`src/rtl/seqv_pkg.sv`:
```
package seqv_pkg;
  typedef enum logic [2:0] {
    ST_IDLE,
    ST_TIMING,
    ST_REC,
    ST_T1,
    ST_T1L,
    ST_T2,
    ST_LOCKOUT
  } seqv_state_e;
endpackage

```
`src/rtl/seqv_delay_curve.sv`:
```
module seqv_delay_curve #(
  parameter int unsigned VW        = 12,
  parameter int unsigned DW        = 10,
  parameter int unsigned POS_CODES = 50,
  parameter int unsigned NEG_CODES = 100,
  parameter int unsigned MIN_MS    = 20,
  parameter int unsigned MAX_MS    = 400,
  parameter int unsigned STEP_MS   = 20
) (
  input  logic          sym,
  input  logic [VW-1:0] pos_mag,
  input  logic [VW-1:0] neg_mag,
  output logic [DW-1:0] delay_ms
);
  localparam logic [31:0] MIN32  = 32'(MIN_MS);
  localparam logic [31:0] MAX32  = 32'(MAX_MS);
  localparam logic [31:0] SPAN32 = 32'(MAX_MS - MIN_MS);

  logic [VW-1:0] k_pos, k_neg;
  logic [31:0]   rise, drop, raw;

  always_comb begin
    k_pos = pos_mag / VW'(POS_CODES);
    k_neg = neg_mag / VW'(NEG_CODES);
    rise  = 32'(k_pos) * 32'(STEP_MS);
    drop  = 32'(k_neg) * 32'(STEP_MS);
    if (sym) begin
      raw = (MIN32 + rise > MAX32) ? MAX32 : MIN32 + rise;
    end else begin
      raw = (drop >= SPAN32) ? MIN32 : MAX32 - drop;
    end
    delay_ms = DW'(raw);
  end
endmodule

```
`src/rtl/seqv_ms_counter.sv`:
```
module seqv_ms_counter #(
  parameter int unsigned CW = 10
) (
  input  logic          clk,
  input  logic          rst,
  input  logic          clr,
  input  logic          inc,
  output logic [CW-1:0] cnt
);
  always_ff @(posedge clk) begin
    if (rst || clr) cnt <= '0;
    else if (inc)   cnt <= cnt + 1'b1;
  end
endmodule

```
`src/rtl/seqv_breaker_slot.sv`:
```
module seqv_breaker_slot (
  input  logic clk,
  input  logic rst,
  input  logic open_req,
  input  logic close_req,
  input  logic lock_req,
  output logic closed,
  output logic locked
);
  always_ff @(posedge clk) begin
    if (rst) begin
      closed <= 1'b1;
      locked <= 1'b0;
    end else if (lock_req) begin
      closed <= 1'b0;
      locked <= 1'b1;
    end else if (open_req) begin
      closed <= 1'b0;
    end else if (close_req && !locked) begin
      closed <= 1'b1;
    end
  end

  AST_LOCK_HOLDS: assert property (@(posedge clk) disable iff (rst)
    locked |=> locked);
  AST_LOCK_OPEN: assert property (@(posedge clk) disable iff (rst)
    locked |-> !closed);
endmodule

```
`src/rtl/seqv_trip_reclose.sv`:
```
module seqv_trip_reclose
  import seqv_pkg::*;
#(
  parameter int unsigned VW          = 12,
  parameter int unsigned DW          = 10,
  parameter int unsigned POS_CODES   = 50,
  parameter int unsigned NEG_CODES   = 100,
  parameter int unsigned MIN_MS      = 20,
  parameter int unsigned MAX_MS      = 400,
  parameter int unsigned STEP_MS     = 20,
  parameter int unsigned FIRST_MS    = 10,
  parameter int unsigned SECOND_OK   = 20,
  parameter int unsigned SECOND_LOCK = 30,
  parameter int unsigned TEST_MS     = 10
) (
  input  logic          clk,
  input  logic          rst,
  input  logic          tick_ms,
  input  logic          arm,
  input  logic          fault_sym,
  input  logic [VW-1:0] pos_mag,
  input  logic [VW-1:0] neg_mag,
  input  logic          fault_seen,
  input  logic          order_b_first,
  output logic          close_a,
  output logic          close_b,
  output logic          lock_a,
  output logic          lock_b
);
  localparam int unsigned NW = DW + 1;
  localparam logic [NW-1:0] T_FIRST = NW'(FIRST_MS);
  localparam logic [NW-1:0] T_OK    = NW'(SECOND_OK);
  localparam logic [NW-1:0] T_LOCK  = NW'(SECOND_LOCK);
  localparam logic [NW-1:0] T_DONE  = NW'(SECOND_OK + TEST_MS);

  seqv_state_e   st_q, st_d;
  logic [DW-1:0] delay_c, delay_q;
  logic [DW-1:0] cnt;
  logic [NW-1:0] nxt;
  logic          cnt_clr, cnt_inc, load_delay;
  logic          first_q;
  logic          fi, si;
  logic [1:0]    open_req, close_req, lock_req, closed, locked;

  seqv_delay_curve #(
    .VW(VW), .DW(DW), .POS_CODES(POS_CODES), .NEG_CODES(NEG_CODES),
    .MIN_MS(MIN_MS), .MAX_MS(MAX_MS), .STEP_MS(STEP_MS)
  ) u_curve (
    .sym(fault_sym), .pos_mag(pos_mag), .neg_mag(neg_mag), .delay_ms(delay_c)
  );

  seqv_ms_counter #(.CW(DW)) u_cnt (
    .clk(clk), .rst(rst), .clr(cnt_clr), .inc(cnt_inc), .cnt(cnt)
  );

  for (genvar g = 0; g < 2; g++) begin : g_slot
    seqv_breaker_slot u_slot (
      .clk(clk), .rst(rst),
      .open_req(open_req[g]), .close_req(close_req[g]), .lock_req(lock_req[g]),
      .closed(closed[g]), .locked(locked[g])
    );
  end

  assign close_a = closed[0];
  assign close_b = closed[1];
  assign lock_a  = locked[0];
  assign lock_b  = locked[1];

  assign nxt = {1'b0, cnt} + 1'b1;
  assign fi  = first_q;
  assign si  = ~first_q;

  always_comb begin
    st_d       = st_q;
    open_req   = '0;
    close_req  = '0;
    lock_req   = '0;
    cnt_clr    = 1'b0;
    load_delay = 1'b0;
    cnt_inc    = tick_ms && (st_q != ST_IDLE) && (st_q != ST_LOCKOUT);
    case (st_q)
      ST_IDLE: if (arm && fault_seen) begin
        st_d = ST_TIMING; cnt_clr = 1'b1; load_delay = 1'b1;
      end
      ST_TIMING: begin
        if (!arm || !fault_seen) begin
          st_d = ST_IDLE;
        end else if (tick_ms && nxt >= {1'b0, delay_q}) begin
          open_req = 2'b11; st_d = ST_REC; cnt_clr = 1'b1;
        end
      end
      ST_REC: if (tick_ms && nxt == T_FIRST) begin
        close_req[fi] = 1'b1; st_d = ST_T1;
      end
      ST_T1: begin
        if (fault_seen) begin
          lock_req[fi] = 1'b1; open_req[fi] = 1'b1; st_d = ST_T1L;
        end else if (tick_ms && nxt == T_OK) begin
          close_req[si] = 1'b1; st_d = ST_T2;
        end
      end
      ST_T1L: if (tick_ms && nxt == T_LOCK) begin
        close_req[si] = 1'b1; st_d = ST_LOCKOUT;
      end
      ST_T2: begin
        if (fault_seen) begin
          lock_req[si] = 1'b1; open_req[si] = 1'b1; st_d = ST_LOCKOUT;
        end else if (tick_ms && nxt == T_DONE) begin
          st_d = ST_IDLE;
        end
      end
      default: st_d = st_q;
    endcase
  end

  always_ff @(posedge clk) begin
    if (rst) begin
      st_q    <= ST_IDLE;
      delay_q <= DW'(MAX_MS);
      first_q <= 1'b0;
    end else begin
      st_q <= st_d;
      if (load_delay) delay_q <= delay_c;
      if (st_q == ST_TIMING && st_d == ST_REC) first_q <= order_b_first;
    end
  end

  AST_TRIP_PAIR: assert property (@(posedge clk) disable iff (rst)
    ($past(st_q) == ST_TIMING && st_q == ST_REC) |-> (!close_a && !close_b));
  AST_REC_OPEN: assert property (@(posedge clk) disable iff (rst)
    (st_q == ST_REC) |-> (!close_a && !close_b));
  AST_IDLE_CLEAN: assert property (@(posedge clk) disable iff (rst)
    (st_q == ST_IDLE) |-> (close_a && close_b && !lock_a && !lock_b));
  AST_DELAY_WINDOW: assert property (@(posedge clk) disable iff (rst)
    (st_q == ST_TIMING) |-> (delay_q >= DW'(MIN_MS) && delay_q <= DW'(MAX_MS)));
  AST_DISARMED_IDLE: assert property (@(posedge clk) disable iff (rst)
    (st_q == ST_IDLE && !arm) |=> (st_q == ST_IDLE));
endmodule

```
`config.mk`:
```
export PLATFORM = sky130hd
export DESIGN_NAME = seqv_trip_reclose
export DESIGN_NICKNAME = d
export VERILOG_FILES = /design/src/rtl/seqv_pkg.sv /design/src/rtl/seqv_delay_curve.sv /design/src/rtl/seqv_ms_counter.sv /design/src/rtl/seqv_breaker_slot.sv /design/src/rtl/seqv_trip_reclose.sv
export SDC_FILE = /design/constraint.sdc
export NUM_CORES = 1
export LEC_CHECK = 0
export BUFFER_PORTS_ARGS = -buffer_cell sky130_fd_sc_hd__buf_4
export CORE_ASPECT_RATIO = 1.75
export CORE_UTILIZATION = 55
export DETAILED_ROUTE_END_ITERATION = 8
export PLACE_DENSITY = 0.86
export SYNTH_ARGS = -nofsm -noshare
export SYNTH_HDL_FRONTEND = slang
export SYNTH_SLANG_ARGS = --single-unit
```
`constraint.sdc`:
```
create_clock -name clk -period 13.3 [get_ports clk]
set_input_delay 2.66 -clock clk [delete_from_list [all_inputs] [get_ports clk]]
set_output_delay 2.66 -clock clk [all_outputs]
set_load 0.03 [all_outputs]
```
==> flow_metrics.env, run 1 <==
export IMPL_dp_cells=798
export IMPL_yosys_top_cells_count="63 x nor2_1, 56 x nand2_1, 48 x o21ai_0"
export IMPL_core_rowCount=45
export IMPL_die_w_microns=73.7
export IMPL_clk_pin_slew_ps=60
export IMPL_fin_tns_setup_ps=0
export IMPL_ant_nets=0
export IMPL_synth_most_common_cell="nor2_1"
export IMPL_tightestPinTransition_ps=672
export IMPL_drc=0
export IMPL_ys_types=101
export IMPL_finalHoldViolations=0
export IMPL_ctsResizeCount=0
export IMPL_stdcell_count=802
export IMPL_place_gp_congestion=0.968
export IMPL_grt_overflow=0
export IMPL_start_util_pct=56.7
export IMPL_synth_area_top_cells="dfxtp_1 11%, ha_1 8.3%, o21ai_0 4.9%"
export IMPL_status="finished, final reports clean"
export IMPL_cts_max_path_buffers=2
export IMPL_fmaxAchievable_mhz=110
export IMPL_regToRegSetupSlack_ps=9830
export IMPL_relSlewSlack_pct=54.9
export IMPL_finClkSkew_ps=3.03
export IMPL_critical_path_max_stage_delay_ps=510
export IMPL_yosys_area_top_type="dfxtp_1"
export IMPL_crit_chain="buf_4 -> nor2b_1 -> a32oi_4 -> a21oi_1 -> o21ai_0 -> and3_1 -> o31a_4 -> o21ai_1 -> nor2_1 -> a22oi_1 -> o311ai_0 -> o311ai_0 -> a221oi_1 -> or2_2 -> ha_1 -> ha_1 -> fa_1 -> xor2_1 -> or3b_2 -> xor2_1 -> nor3b_1 -> a211oi_2 -> a21oi_1 -> a211o_1"
export IMPL_post_dp_cell_area_sq_mm=0.00515
export IMPL_cts_root_buf="clkbuf_16"
export IMPL_synthArstFlopShare_pct=0
export IMPL_rsz0062_at_grt="false"
export IMPL_dp_hpwl_microns=9880
export IMPL_wl_microns=12800
export IMPL_critPathArrivalTime_ps=9260
export IMPL_ys_warn_count=0
export IMPL_worst_setup_path_type="input pin to flip-flop"
export IMPL_n_antenna_cell=0
export IMPL_core_area_sq_mm=0.00873
export IMPL_grtUsageMet2_pct=52.4
export IMPL_synth_area_per_cell_sq_um=7.22
export IMPL_dieHeight_microns=128
export IMPL_cts_hold_buf=0
export IMPL_grt_pass1_wl_microns=21400
export IMPL_fin_crit_ps=9100
export IMPL_synth_main_ff_cell="dfxtp_1"
export IMPL_vdd_ir_drop_max_uv=84.0
export IMPL_crit_required_ps=13460
export IMPL_clk_insertion_delay_late_ps=260
export IMPL_htreeDepth=1
export IMPL_met3_usage_pct=2.92
export IMPL_cp_slowest_cell="or3b_2"
export IMPL_met1_usage_pct=28.7
export IMPL_drt_pass1_iter_count=5
export IMPL_slew_viol_final=0
export IMPL_tritoncts_num_buffers=3
export IMPL_die_area_sq_mm=0.00940
export IMPL_crit_path_end_kind="flip-flop"
export IMPL_synthToLayoutAreaGrowth_pct=5.86
export IMPL_viasPerCell=6.62
export IMPL_synth_edf_count=0
export IMPL_wl_per_cell_microns=16.0
export IMPL_route_vias_total=5313
export IMPL_cp_start_kind="input pin"
export IMPL_postLayoutCellArea_sq_mm=0.00524
export IMPL_drv_cap=0
export IMPL_grt_usage_pct=27.6
export IMPL_setup_viol=0
export IMPL_fin_util_pct=60.1
export IMPL_synth_top_area_share_pct=10.5
export IMPL_grt_pass1_vias=4959
export IMPL_synthCells=686
export IMPL_gr_max_usage_layer="met2"
export IMPL_first_iter_violations=262
export IMPL_finalCritPeriodShare_pct=68.4
export IMPL_final_nets=752
export IMPL_powerDensity_mw_per_mm2=112
export IMPL_cp_max_fo=26
export IMPL_grt_start_max_net_pins=27
export IMPL_cts_tree="built"
export IMPL_io_pins=35
export IMPL_antenna_found_initial=0
export IMPL_drive_gt1_share_pct=12.7
export IMPL_ys_seq_area_share_pct=10.5
export IMPL_ys_seq_elements=26
export IMPL_power_uw=586
export IMPL_syn_num_nets=752
export IMPL_synth_area_sq_mm=0.00495
export IMPL_hp_class="flip-flop to flip-flop"
export IMPL_p_leak_uw=0.00211
export IMPL_cts_sinks=26
export IMPL_port_buffers=31
export IMPL_post_cts_buffers=0
-- per-layer routing --
metal	wire (microns)	vias up
met5	0	-
li1	-	2584
met1	5050	2525
met2	6970	174
met3	455	30
met4	359	0
-- worst paths after layout --
kind	start	endpoint	cells after the start
setup / recovery	pos_mag[10]	delay_q[4]	24
hold reg to reg	delay_q[9]	delay_q[9]	2
hold / removal	delay_q[9]	delay_q[9]	2
setup reg to reg	u_cnt.cnt[0]	u_cnt.cnt[1]	18
-- metrics by stage --
| step | setup WS (ps) | hold slack (ps) |
|---|---|---|
| final | 4200 | 483 |
| after global routing | 3610 | 493 |
| after CTS | 4270 | 481 |
| after detailed placement | 4000 | 473 |
| after global placement | 4180 | 443 |
| after floorplan | 4740 | 430 |
-- power by group --
group / switching, uW / internal, uW / leakage (uW) / total, uW
Combinational: 254 / 174 / 0.00185 / 429
Sequential: 1.98 / 81.5 / 0.000211 / 83.5
Clock: 27.7 / 46.1 / 0.0000442 / 73.8
Total: 284 / 302 / 0.00211 / 586
-- registers in the layout, indices dropped and copies added (netlist names) --
register	cells
g_slot.u_slot.locked	2
g_slot.u_slot.closed	2
fi	1
st_q	3
u_cnt.cnt	10
delay_q	8
-- worst max-delay path, delay by kind of cell --
family          cells  cell delay [ps]
compound gates     12             3140
buf+inv             1              260
simple gates        6             1710
fa+ha+maj           3              810
xor+xnor            2              650
-- placed cells by master (no fill, tap or decap), types with 5 or more instances in the layout --
cell type | Yosys | layout
nor2_1 | 63 | 63
nand2_1 | 56 | 56
o21ai_0 | 48 | 48
ha_1 | 33 | 33
a21oi_1 | 32 | 32
buf_4 | 5 | 32
inv_1 | 28 | 28
dfxtp_1 | 26 | 26
nand3_1 | 24 | 24
xor2_1 | 23 | 23
nor3_1 | 23 | 23
a21o_1 | 16 | 16
nor2b_1 | 13 | 13
a211oi_1 | 13 | 13
xnor2_1 | 12 | 12
or3_1 | 12 | 12
nand2b_1 | 11 | 11
and2_1 | 11 | 11
o211ai_1 | 11 | 11
and3_1 | 9 | 9
a31oi_1 | 9 | 9
o22ai_1 | 8 | 8
nand4_1 | 7 | 7
nand3b_1 | 6 | 6
a211o_1 | 5 | 5
o211a_1 | 5 | 5
o31a_1 | 5 | 5
a211oi_2 | 5 | 5
-- cell type report --
| type | count | area [sq um] |
|---|---|---|
| multi-input combinational | 590 | 4120 |
| fill | 791 | 3480 |
| sequential | 26 | 520 |
| timing repair buffer | 32 | 240 |
| tap | 117 | 146 |
| inverter | 33 | 125 |
| clock buffer | 4 | 88.8 |
-- cell families (layout without fill, tap and decap cells) --
family / Yosys count / in the layout / share of synthesized area [%]
and+or+nand+nor: 268 / 268 / 28.2
buffers and inverters: 70 / 69 / 6.27
adders and majority gates: 38 / 38 / 9.78
AOI/OAI and AO/OA: 243 / 243 / 37.7
muxes: 6 / 6 / 1.26
DFF: 26 / 26 / 10.5
xor gates and xnor gates: 35 / 35 / 6.19
Power figures use the tool's default switching activity.
==> inputs of run 2 (changes only) <==
--- a/config.mk
+++ b/config.mk
@@ -5,6 +5,7 @@
 export SDC_FILE = /design/constraint.sdc
 export NUM_CORES = 1
 export LEC_CHECK = 0
+export ABC_AREA = 1
 export BUFFER_PORTS_ARGS = -buffer_cell sky130_fd_sc_hd__buf_4
 export CORE_ASPECT_RATIO = 1.75
 export CORE_UTILIZATION = 55
==> constraint.sdc (replaced) <==
create_clock -name clk -period 8.9 [get_ports clk]
set_input_delay 1.78 -clock clk [delete_from_list [all_inputs] [get_ports clk]]
set_output_delay 1.78 -clock clk [all_outputs]
set_load 0.03 [all_outputs]
==> flow_metrics.env, run 2 <==
export IMPL_setup_viol=0
export IMPL_setup_ws_ps=1330
export IMPL_postLayoutCellArea_sq_mm=0.00448
export IMPL_mostFrequentLayoutCell="nand2_1"
export IMPL_ant_nets=0
export IMPL_finalCritPeriodShare_pct=85.1
export IMPL_synth_area_top_cells="nand2_1 14%, dfxtp_1 13%, inv_1 12%"
export IMPL_min_path_cells=2
export IMPL_drt_pass1_iter_count=4
export IMPL_htreeDepth=1
export IMPL_yosys_top_cells_count="147 x nand2_1, 126 x inv_1, 68 x nor2_1"
export IMPL_first_iter_violations=150
export IMPL_cts_max_path_buffers=2
export IMPL_powerDensity_mw_per_mm2=283
export IMPL_core_area_sq_mm=0.00718
export IMPL_cp_common_cell="nand2_1"
export IMPL_ys_types=43
export IMPL_wl_microns=8960
export IMPL_yosys_area_top_type="nand2_1"
export IMPL_antenna_found_initial=0
export IMPL_rsz0062_at_grt="false"
export IMPL_cp_slowest_cell="fa_1"
export IMPL_crit_required_ps=9050
export IMPL_n_fill_cell=696
export IMPL_largest_register="u_cnt.cnt"
export IMPL_ys_warn_count=0
export IMPL_synth_area_sq_mm=0.00405
export IMPL_drv_cap=0
export IMPL_cts_tree="built"
export IMPL_syn_num_nets=739
export IMPL_critical_path_max_stage_delay_ps=400
export IMPL_drc=0
export IMPL_fin_crit_ps=7570
export IMPL_clk_pin_slew_ps=60
export IMPL_synth_edf_count=0
export IMPL_worstHoldStart="delay_q[9]"
export IMPL_grt_overflow=0
export IMPL_grt_pass1_vias=4182
export IMPL_p_leak_uw=0.00246
export IMPL_n_antenna_cell=0
export IMPL_status="finished, final reports clean"
export IMPL_tightestPinTransition_ps=609
export IMPL_die_w_microns=66.9
export IMPL_hp_class="flip-flop to flip-flop"
export IMPL_final_nets=776
export IMPL_critPathArrivalTime_ps=7730
export IMPL_route_vias_total=4261
export IMPL_io_pins=35
export IMPL_clk_insertion_delay_late_ps=260
export IMPL_synthArstFlopShare_pct=0
export IMPL_post_cts_buffers=0
export IMPL_post_dp_cell_area_sq_mm=0.00440
export IMPL_ys_seq_elements=26
export IMPL_dieHeight_microns=116
export IMPL_preCtsSetupSlack_ps=1090
export IMPL_die_area_sq_mm=0.00772
export IMPL_synth_main_ff_cell="dfxtp_1"
export IMPL_synth_top_area_share_pct=13.6
export IMPL_finClkSkew_ps=2.61
export IMPL_grt_start_max_net_pins=15
export IMPL_dp_hpwl_microns=7560
export IMPL_dp_cells=791
export IMPL_grt_usage_pct=25.5
export IMPL_cts_root_buf="clkbuf_16"
export IMPL_cts_hold_buf=0
export IMPL_synthToLayoutAreaGrowth_pct=10.6
export IMPL_ctsResizeCount=0
export IMPL_fmaxAchievable_mhz=132
export IMPL_reg2reg_depth=17
export IMPL_ys_seq_area_share_pct=12.9
export IMPL_viasPerCell=5.37
export IMPL_cp_start_kind="input pin"
export IMPL_cp_max_fo=8
export IMPL_slew_viol_final=0
export IMPL_synth_area_per_cell_sq_um=6.02
export IMPL_hold_path_end="delay_q[9]"
export IMPL_port_buffers=33
export IMPL_vdd_ir_drop_max_uv=222
export IMPL_largest_registers="u_cnt.cnt (10), delay_q (8), st_q (3)"
export IMPL_wl_per_cell_microns=11.3
export IMPL_largest_reg_flops=10
export IMPL_r2r_end="u_cnt.cnt[6]"
export IMPL_crit_path_end_kind="flip-flop"
export IMPL_synth_most_common_cell="nand2_1"
export IMPL_layout_common_cells="147 x nand2_1, 126 x inv_1, 68 x nor2_1, 47 x nand3_1, 34 x buf_4"
export IMPL_start_util_pct=56.4
export IMPL_worst_setup_path_type="input pin to flip-flop"
export IMPL_stdcell_count=794
export IMPL_fin_tns_setup_ps=0
export IMPL_core_rowCount=41
export IMPL_r2r_start="u_cnt.cnt[0]"
export IMPL_relSlewSlack_pct=59.2
export IMPL_cts_sinks=26
export IMPL_synthCells=673
export IMPL_regToRegSetupSlack_ps=5310
export IMPL_tritoncts_num_buffers=3
export IMPL_drive_gt1_share_pct=16.4
export IMPL_grt_pass1_wl_microns=16200
export IMPL_finalHoldViolations=0
export IMPL_place_gp_congestion=0.954
[run 2: cell count changes after synthesis, sizes merged, moves of 17 or more]
| cell | previous run | this run |
|---|---|---|
| o21ai | 53 | 31 |
| nand2 | 57 | 187 |
| clkbuf | 19 | 2 |
| buf | 18 | 0 |
| nand3 | 25 | 54 |
| inv | 31 | 135 |
[run 2: cell type report]
cell class	count	area (sq um)	share of cell area (%)
repair buffers	34	255	5.70
multi-input cells	508	3010	67.1
flip-flops and latches	26	520	11.6
inverters	137	514	11.5
clock buffers	3	75.1	1.68
well taps	86	108	2.40
[run 2: power breakdown]
part / internal, uW / switching (uW) / leakage (uW)
Combinational: 370 / 673 / 0.00222
Sequential: 122 / 3.66 / 0.000211
Clock: 59.5 / 38.2 / 0.0000370
[run 2: worst max-delay path: cells and delay by family]
family,cells,cell delay (ps)
compound gates,2,450
xor+xnor,1,360
fa+ha+maj,3,840
buf+inv,11,810
simple gates,34,3460
[run 2: worst max path at each step]
stage / end / cells after the start / slack, ps / start
after global placement: delay_q[4] / 51 / 1300 / neg_mag[7]
after detailed placement: delay_q[4] / 51 / 1090 / neg_mag[7]
after CTS: delay_q[4] / 51 / 1340 / neg_mag[7]
after global routing: delay_q[4] / 51 / 570 / neg_mag[7]
final: delay_q[4] / 51 / 1330 / neg_mag[7]
after floorplan: delay_q[4] / 50 / 2130 / neg_mag[7]
[run 2: through the flow]
step / utilization [%] / total power [uW] / hold slack (ps)
after global placement: 61.3 / 1120 / 447
after detailed placement: 61.3 / 1160 / 445
after global routing: 62.4 / 1430 / 495
final: 62.4 / 1270 / 449
after floorplan: - / 983 / 428
after CTS: 62.4 / 1270 / 454
[run 2: kinds of logic (layout without fill, tap and decap cells)]
family	after synthesis	count (layout)	share of synthesized area, %
buf+inv	139	174	12.9
simple gates	360	360	44.2
xor+xnor	24	24	5.19
compound gates	89	89	13.7
flops	26	26	12.9
fa+ha+maj	35	35	11.2
[run 2: layer usage]
| layer | routed length, microns | GRT usage [%] | vias up |
|---|---|---|---|
| met4 | 197 | 9.65 | 0 |
| met1 | 3400 | 24.0 | 1932 |
| li1 | - | - | 2236 |
| met2 | 5200 | 52.2 | 67 |
| met3 | 158 | 3.35 | 26 |
| met5 | 0 | 0 | - |
